$ cat src/rtl/ast4_pkg.sv
package ast4_pkg;
  // Sine weights in 12-bit fixed point, indexed 1..4
  localparam int unsigned SINE_FRAC = 12;
  localparam int W1 = 1321;
  localparam int W2 = 2482;
  localparam int W3 = 3344;
  localparam int W4 = 3803;
  localparam int LANES = 4;
endpackage

$ cat src/rtl/ast4_products.sv
// Stage 1: weighted products of the coefficient lanes and the auxiliary sum
module ast4_products
  import ast4_pkg::*;
#(
  parameter int IN_W  = 20,
  parameter int ACC_W = 34
) (
  input  logic signed [IN_W-1:0]  x0,
  input  logic signed [IN_W-1:0]  x1,
  input  logic signed [IN_W-1:0]  x2,
  input  logic signed [IN_W-1:0]  x3,
  output logic signed [ACC_W-1:0] p_w1x0,
  output logic signed [ACC_W-1:0] p_w2x0,
  output logic signed [ACC_W-1:0] p_w3x1,
  output logic signed [ACC_W-1:0] p_w4x2,
  output logic signed [ACC_W-1:0] p_w1x2,
  output logic signed [ACC_W-1:0] p_w2x3,
  output logic signed [ACC_W-1:0] p_w4x3,
  output logic signed [ACC_W-1:0] p_w3t
);
  localparam logic signed [ACC_W-1:0] K1 = ACC_W'(W1);
  localparam logic signed [ACC_W-1:0] K2 = ACC_W'(W2);
  localparam logic signed [ACC_W-1:0] K3 = ACC_W'(W3);
  localparam logic signed [ACC_W-1:0] K4 = ACC_W'(W4);

  logic signed [ACC_W-1:0] e0, e1, e2, e3;
  logic signed [ACC_W-1:0] aux_t;

  always_comb begin
    e0 = ACC_W'(x0);
    e1 = ACC_W'(x1);
    e2 = ACC_W'(x2);
    e3 = ACC_W'(x3);
    aux_t  = e0 - e2 + e3;
    p_w1x0 = K1 * e0;
    p_w2x0 = K2 * e0;
    p_w3x1 = K3 * e1;
    p_w4x2 = K4 * e2;
    p_w1x2 = K1 * e2;
    p_w2x3 = K2 * e3;
    p_w4x3 = K4 * e3;
    p_w3t  = K3 * aux_t;
  end
endmodule

$ cat src/rtl/ast4_combine.sv
// Stage 2: accumulate the products into the four unrounded sums
module ast4_combine #(
  parameter int ACC_W = 34
) (
  input  logic signed [ACC_W-1:0] p_w1x0,
  input  logic signed [ACC_W-1:0] p_w2x0,
  input  logic signed [ACC_W-1:0] p_w3x1,
  input  logic signed [ACC_W-1:0] p_w4x2,
  input  logic signed [ACC_W-1:0] p_w1x2,
  input  logic signed [ACC_W-1:0] p_w2x3,
  input  logic signed [ACC_W-1:0] p_w4x3,
  input  logic signed [ACC_W-1:0] p_w3t,
  output logic signed [ACC_W-1:0] s0,
  output logic signed [ACC_W-1:0] s1,
  output logic signed [ACC_W-1:0] s2,
  output logic signed [ACC_W-1:0] s3
);
  logic signed [ACC_W-1:0] acc_a, acc_b;

  always_comb begin
    acc_a = p_w1x0 + p_w4x2 + p_w2x3;
    acc_b = p_w2x0 - p_w1x2 - p_w4x3;
    s0 = acc_a + p_w3x1;
    s1 = acc_b + p_w3x1;
    s2 = p_w3t;
    s3 = acc_a + acc_b - p_w3x1;
  end
endmodule

$ cat src/rtl/ast4_round.sv
// Rounding arithmetic right shift of one lane; a zero shift is a pass-through
module ast4_round #(
  parameter int ACC_W = 34,
  parameter int SHIFT = 12,
  localparam int OUT_W = ACC_W - SHIFT
) (
  input  logic signed [ACC_W-1:0] v,
  output logic signed [OUT_W-1:0] r
);
  generate
    if (SHIFT == 0) begin : g_pass
      assign r = v;
    end else begin : g_shift
      localparam logic signed [ACC_W-1:0] HALF = ACC_W'(1) <<< (SHIFT - 1);
      logic signed [ACC_W-1:0] biased;
      logic signed [ACC_W-1:0] shifted;
      logic signed [ACC_W+1:0] back;
      logic signed [ACC_W+1:0] resid;
      logic signed [ACC_W+1:0] half_w;

      always_comb begin
        biased  = v + HALF;
        shifted = biased >>> SHIFT;
      end
      assign r = shifted[OUT_W-1:0];


      always_comb begin
        back   = (ACC_W+2)'(r) <<< SHIFT;
        resid  = (ACC_W+2)'(v) - back;
        half_w = (ACC_W+2)'(HALF);
        round_range_chk: assert (resid >= -half_w && resid < half_w);
      end
    end
  endgenerate
endmodule

$ cat src/rtl/ast4_stage.sv
// Valid/ready output register: full throughput, stall holds the payload
module ast4_stage #(
  parameter int DW = 88
) (
  input  logic          clk,
  input  logic          rst_n,
  input  logic          up_valid,
  output logic          up_ready,
  input  logic [DW-1:0] up_data,
  output logic          dn_valid,
  input  logic          dn_ready,
  output logic [DW-1:0] dn_data
);
  logic          held_q;
  logic [DW-1:0] data_q;

  assign up_ready = !held_q || dn_ready;
  assign dn_valid = held_q;
  assign dn_data  = data_q;

  always_ff @(posedge clk) begin
    if (!rst_n) begin
      held_q <= 1'b0;
    end else if (up_ready) begin
      held_q <= up_valid;
    end
  end

  always_ff @(posedge clk) begin
    if (up_valid && up_ready) begin
      data_q <= up_data;
    end
  end


  stall_hold_chk: assert property (@(posedge clk) disable iff (!rst_n)
    dn_valid && !dn_ready |=> dn_valid && $stable(dn_data));


  accept_show_chk: assert property (@(posedge clk) disable iff (!rst_n)
    up_valid && up_ready |=> dn_valid);


  drain_empty_chk: assert property (@(posedge clk) disable iff (!rst_n)
    dn_valid && dn_ready && !up_valid |=> !dn_valid);


  stall_block_chk: assert property (@(posedge clk) disable iff (!rst_n)
    dn_valid && !dn_ready |-> !up_ready);
endmodule

$ cat src/rtl/ast4_inverse.sv
module ast4_inverse
  import ast4_pkg::*;
#(
  parameter int IN_W        = 20,
  parameter int ACC_W       = 34,
  parameter int ROUND_SHIFT = SINE_FRAC,
  localparam int OUT_W      = ACC_W - ROUND_SHIFT
) (
  input  logic                   clk,
  input  logic                   rst_n,
  input  logic                   in_valid,
  output logic                   in_ready,
  input  logic [LANES*IN_W-1:0]  in_coef,
  output logic                   out_valid,
  input  logic                   out_ready,
  output logic [LANES*OUT_W-1:0] out_samp
);
  logic signed [IN_W-1:0]  xl [LANES];
  logic signed [ACC_W-1:0] sl [LANES];
  logic signed [OUT_W-1:0] rl [LANES];
  logic [LANES*OUT_W-1:0]  packed_r;

  logic signed [ACC_W-1:0] q1x0, q2x0, q3x1, q4x2, q1x2, q2x3, q4x3, q3t;

  for (genvar k = 0; k < LANES; k++) begin : g_unpack
    assign xl[k] = in_coef[k*IN_W +: IN_W];
  end

  ast4_products #(.IN_W(IN_W), .ACC_W(ACC_W)) u_prod (
    .x0(xl[0]), .x1(xl[1]), .x2(xl[2]), .x3(xl[3]),
    .p_w1x0(q1x0), .p_w2x0(q2x0), .p_w3x1(q3x1), .p_w4x2(q4x2),
    .p_w1x2(q1x2), .p_w2x3(q2x3), .p_w4x3(q4x3), .p_w3t(q3t)
  );

  ast4_combine #(.ACC_W(ACC_W)) u_comb (
    .p_w1x0(q1x0), .p_w2x0(q2x0), .p_w3x1(q3x1), .p_w4x2(q4x2),
    .p_w1x2(q1x2), .p_w2x3(q2x3), .p_w4x3(q4x3), .p_w3t(q3t),
    .s0(sl[0]), .s1(sl[1]), .s2(sl[2]), .s3(sl[3])
  );

  // the last sum differs from the first two by three shared products
  identity_sum_chk: assert property (@(posedge clk) disable iff (!rst_n)
    sl[3] == sl[0] + sl[1] - ((q3x1 <<< 1) + q3x1));

  for (genvar k = 0; k < LANES; k++) begin : g_round
    ast4_round #(.ACC_W(ACC_W), .SHIFT(ROUND_SHIFT)) u_rnd (
      .v(sl[k]),
      .r(rl[k])
    );
    assign packed_r[k*OUT_W +: OUT_W] = rl[k];
  end

  ast4_stage #(.DW(LANES*OUT_W)) u_stage (
    .clk(clk),
    .rst_n(rst_n),
    .up_valid(in_valid),
    .up_ready(in_ready),
    .up_data(packed_r),
    .dn_valid(out_valid),
    .dn_ready(out_ready),
    .dn_data(out_samp)
  );
endmodule

$ cat config.mk
export PLATFORM = sky130hd
export DESIGN_NAME = ast4_inverse
export DESIGN_NICKNAME = d
export VERILOG_FILES = /design/src/rtl/ast4_pkg.sv /design/src/rtl/ast4_products.sv /design/src/rtl/ast4_combine.sv /design/src/rtl/ast4_round.sv /design/src/rtl/ast4_stage.sv /design/src/rtl/ast4_inverse.sv
export SDC_FILE = /design/constraint.sdc
export NUM_CORES = 2
export LEC_CHECK = 0
export BUFFER_PORTS_ARGS = -buffer_cell sky130_fd_sc_hd__buf_2
export CAP_MARGIN = 40
export CORE_AREA = 5 5 342 344
export CTS_BUF_LIST = sky130_fd_sc_hd__clkbuf_2 sky130_fd_sc_hd__clkbuf_4 sky130_fd_sc_hd__clkbuf_8
export DETAILED_ROUTE_END_ITERATION = 12
export DIE_AREA = 0 0 347 349
export PLACE_DENSITY = 0.56
export SLEW_MARGIN = 30
export SYNTH_ARGS = -nofsm -noshare
export SYNTH_HDL_FRONTEND = slang
export SYNTH_SLANG_ARGS = --single-unit
export TNS_END_PERCENT = 100
$ cat constraint.sdc
create_clock -name clk -period 16.7 [get_ports clk]
set_input_delay 3.34 -clock clk [delete_from_list [all_inputs] [get_ports clk]]
set_output_delay 3.34 -clock clk [all_outputs]
set_load 0.01 [all_outputs]
==> run metrics <==
Syn-to-layout area delta 7.083%; critical path launch point type input pin; die width around 350 um; Worst EP required 16,920 ps; number of storage elements in the synthesis netlist 89; number of clock sinks seen by CTS 89; global-route usage over all layers roughly 21%; Synth Area in Adders 62.93%; top fanout value on the critical path 12; fin crit share between 90% and 100%; grt met2 use 37.39%; detailed-route vias per instance 4.886; number of post-CTS setup repair buffers 0; final critical path time including I/O delays and setup 15,450 ps; Overflow after GRT 0; Resized Gates After CTS 0; global route hottest layer met2; met3 track demand over resource 2.101%; Slew Limit Fails 0; fraction of final layout cells with drive strength greater than 1 5.739%; most used cell, CP sky130_fd_sc_hd__fa_1; Std-Cell Core Area 113,600 sq um; mux cell area share after synthesis 0.3926%; net count after synthesis between 6,000 and 7,000; critical path class input pin to flip-flop; share of the synthesized area in compound gates (AO/OA/AOI/OAI) approximately 8.5%; Max Buffers Root-to-Sink 2; average routed wire per standard cell 19.50 um; total count of hold-check failures in the final report 0; total via count in the routed design ~31,000; fraction of met1 tracks used by global routing 27.41%; hpwl dp 109,900 um; Unique masters post-synth 87; arrival time of the worst setup path 15,670 ps; number of fill cells 11,270; kind of end point of the critical path flip-flop; DR pass1 iterations 5; hold path depth 2; Slew @ Worst Pin 834.3 ps; pin count of the biggest net entering global routing 61; TritonCTS clock tree built; max incr delay on CP roughly 600 ps; combinational family with the most area after synthesis adder cells; CTS H-tree depth 3; average cell area after synthesis 9.881 sq um; Async S/R FF share, synth 0%; class of the worst hold path flip-flop to flip-flop; Clock Skews 23.04 ps; fraction of the mapped netlist area in simple logic gates under 10%; outcome complete, no violations; number of global-route vias before repair 33,060; Clk Tree Root Cell sky130_fd_sc_hd__clkbuf_8; Post-Synth XOR/XNOR Area 5.994%; cell with the biggest individual delay on the critical path sky130_fd_sc_hd__o311ai_0; number of remaining DRC errors 0; floorplan die height between 300 and 400 um; Final nets between 6,000 and 7,000; number of port buffers approximately 170; Final Setup Violations 0; initial core utilization 39.57%; setup repair after global routing missed its margin false; TritonCTS buffer count 9; iteration-0 DRC count of the detailed router 1,578; number of placement rows 124; number of antenna violations at the first check in global routing 4; Netlist Area Pre-Place 44,940 sq um; die footprint 121,100 sq um; most frequent cells in the layout 1,318 x sky130_fd_sc_hd__inv_1, 958 x sky130_fd_sc_hd__ha_1, 814 x sky130_fd_sc_hd__fa_1; most used flip-flop cell after synthesis sky130_fd_sc_hd__edfxtp_1; insertion delay to the later sink of the worst-skew pair 450 ps; cell count after synthesis 4,548; worst slew margin relative to its limit 44.19%; # Max-Cap Violations 0; clock-pin slew reported for the worst setup and hold paths after clock tree synthesis roughly 130 ps; post-cts hold buffer count 0; EDFF count, synth just under 90; Synthesis Warnings 0; worst-case reg-to-reg path depth 4; upper clock frequency limit 0.06471 GHz; Final TNS setup 0 ps; wire length of the first global-routing pass roughly 190,000 um; sequential cell area fraction in the yosys report 5.925%; most common cell after layout, fill and taps aside sky130_fd_sc_hd__inv_1; Final ANT Viol Nets 0; aggregate routed wire length about 120,000 um; weighted congestion reported at the end of routability-driven placement 0.9194; Boundary Pins 174
-- worst max-delay path: cells and delay by family --
kind | cells | cell delay (ps)
adder cells (fa/ha/maj) | 15 | 6220
AO/OA/AOI/OAI | 13 | 4400
buffers and inverters | 8 | 890
AND/OR/NAND/NOR | 4 | 550
XOR/XNOR | 1 | 250
-- layout make-up --
type                       count  area (sq um)  share of cell area, %
antenna                        2         5.005                0.01040
clock buffer                   9         123.9                 0.2574
clock inverter                 7         87.58                 0.1820
inverter                    1318          4947                  10.28
multi-input combinational   3130         37290                  77.49
sequential                    89          2663                  5.533
tap                         1512          1892                  3.931
timing repair buffer         204          1114                  2.314
-- stage by stage --
stage                     hold slack, ps  std cells  area, sq um  worst slack [ps]  utilization [%]
after floorplan                    609.6       4548        44940              2617                -
after global placement             520.9       6244        47820             932.1            42.11
after detailed placement           533.8       6251        47870             793.1            42.15
after CTS                          549.3       6267        48080              1271            42.34
after global routing               604.9       6270        48120             455.2            42.37
final                              537.7       6271        48120              1247            42.37
-- cells by family after synthesis --
family,Yosys count
flops,89
compound gates,575
fa+ha+maj,1772
buf+inv,1329
mux,17
simple gates,460
xor+xnor,306
-- path summary, 6_finish.rpt --
path	startpoint	endpoint	slack, ps
setup / recovery	in_coef[64]	u_stage.dn_data[87]	1250
setup reg to reg	u_stage.dn_valid	u_stage.dn_data[20]	14890
hold / removal	u_stage.dn_valid	u_stage.dn_valid	540
hold reg to reg	u_stage.dn_valid	u_stage.dn_valid	540
-- cells in the mapped netlist, types with 6 or more instances --
cell / instances / share of area [%]
sky130_fd_sc_hd__inv_1: 1318 / 11
sky130_fd_sc_hd__ha_1: 958 / 27
sky130_fd_sc_hd__fa_1: 814 / 36
sky130_fd_sc_hd__xnor2_1: 218 / 4.2
sky130_fd_sc_hd__a21oi_1: 164 / 1.8
sky130_fd_sc_hd__nor2_1: 146 / 1.2
sky130_fd_sc_hd__edfxtp_1: 88 / 5.9
sky130_fd_sc_hd__xor2_1: 87 / 1.7
sky130_fd_sc_hd__o21ai_0: 85 / 0.95
sky130_fd_sc_hd__nand2_1: 81 / 0.68
sky130_fd_sc_hd__a21o_1: 76 / 1.3
sky130_fd_sc_hd__o21a_1: 50 / 0.84
sky130_fd_sc_hd__nor3_1: 37 / 0.41
sky130_fd_sc_hd__nand3_1: 35 / 0.39
sky130_fd_sc_hd__nor2b_1: 28 / 0.39
sky130_fd_sc_hd__o21bai_1: 26 / 0.43
sky130_fd_sc_hd__nand2b_1: 25 / 0.35
sky130_fd_sc_hd__a211oi_1: 20 / 0.33
sky130_fd_sc_hd__and2_1: 19 / 0.26
sky130_fd_sc_hd__and3_1: 18 / 0.25
sky130_fd_sc_hd__or3_1: 16 / 0.22
sky130_fd_sc_hd__or2_2: 13 / 0.18
sky130_fd_sc_hd__a31o_2: 12 / 0.23
sky130_fd_sc_hd__mux2i_1: 12 / 0.27
sky130_fd_sc_hd__clkbuf_1: 11 / 0.092
sky130_fd_sc_hd__nand4_1: 11 / 0.15
sky130_fd_sc_hd__a31oi_1: 10 / 0.14
sky130_fd_sc_hd__o2111ai_1: 10 / 0.19
sky130_fd_sc_hd__o211ai_1: 10 / 0.17
sky130_fd_sc_hd__o31a_1: 10 / 0.19
sky130_fd_sc_hd__o31ai_1: 10 / 0.17
sky130_fd_sc_hd__a211o_1: 9 / 0.18
sky130_fd_sc_hd__a221oi_1: 8 / 0.16
sky130_fd_sc_hd__nor4_1: 8 / 0.11
sky130_fd_sc_hd__o22ai_1: 8 / 0.11
sky130_fd_sc_hd__o21ai_1: 7 / 0.078
sky130_fd_sc_hd__a21boi_0: 6 / 0.10
-- layer usage --
layer / share of wire (%) / vias to the layer above
met2: 50 / 479
met3: 3.1 / 87
li1: - / 14790
met5: 0.022 / -
met1: 45 / 15280
met4: 2.2 / 4
-- sequential cells by signal, indices dropped and copies added (netlist names) --
register and count:
u_stage.dn_valid 1, u_stage.dn_data 88
Power is not shown: default switching activity piles up to over one toggle a cycle in this logic, so the estimate is an artifact.
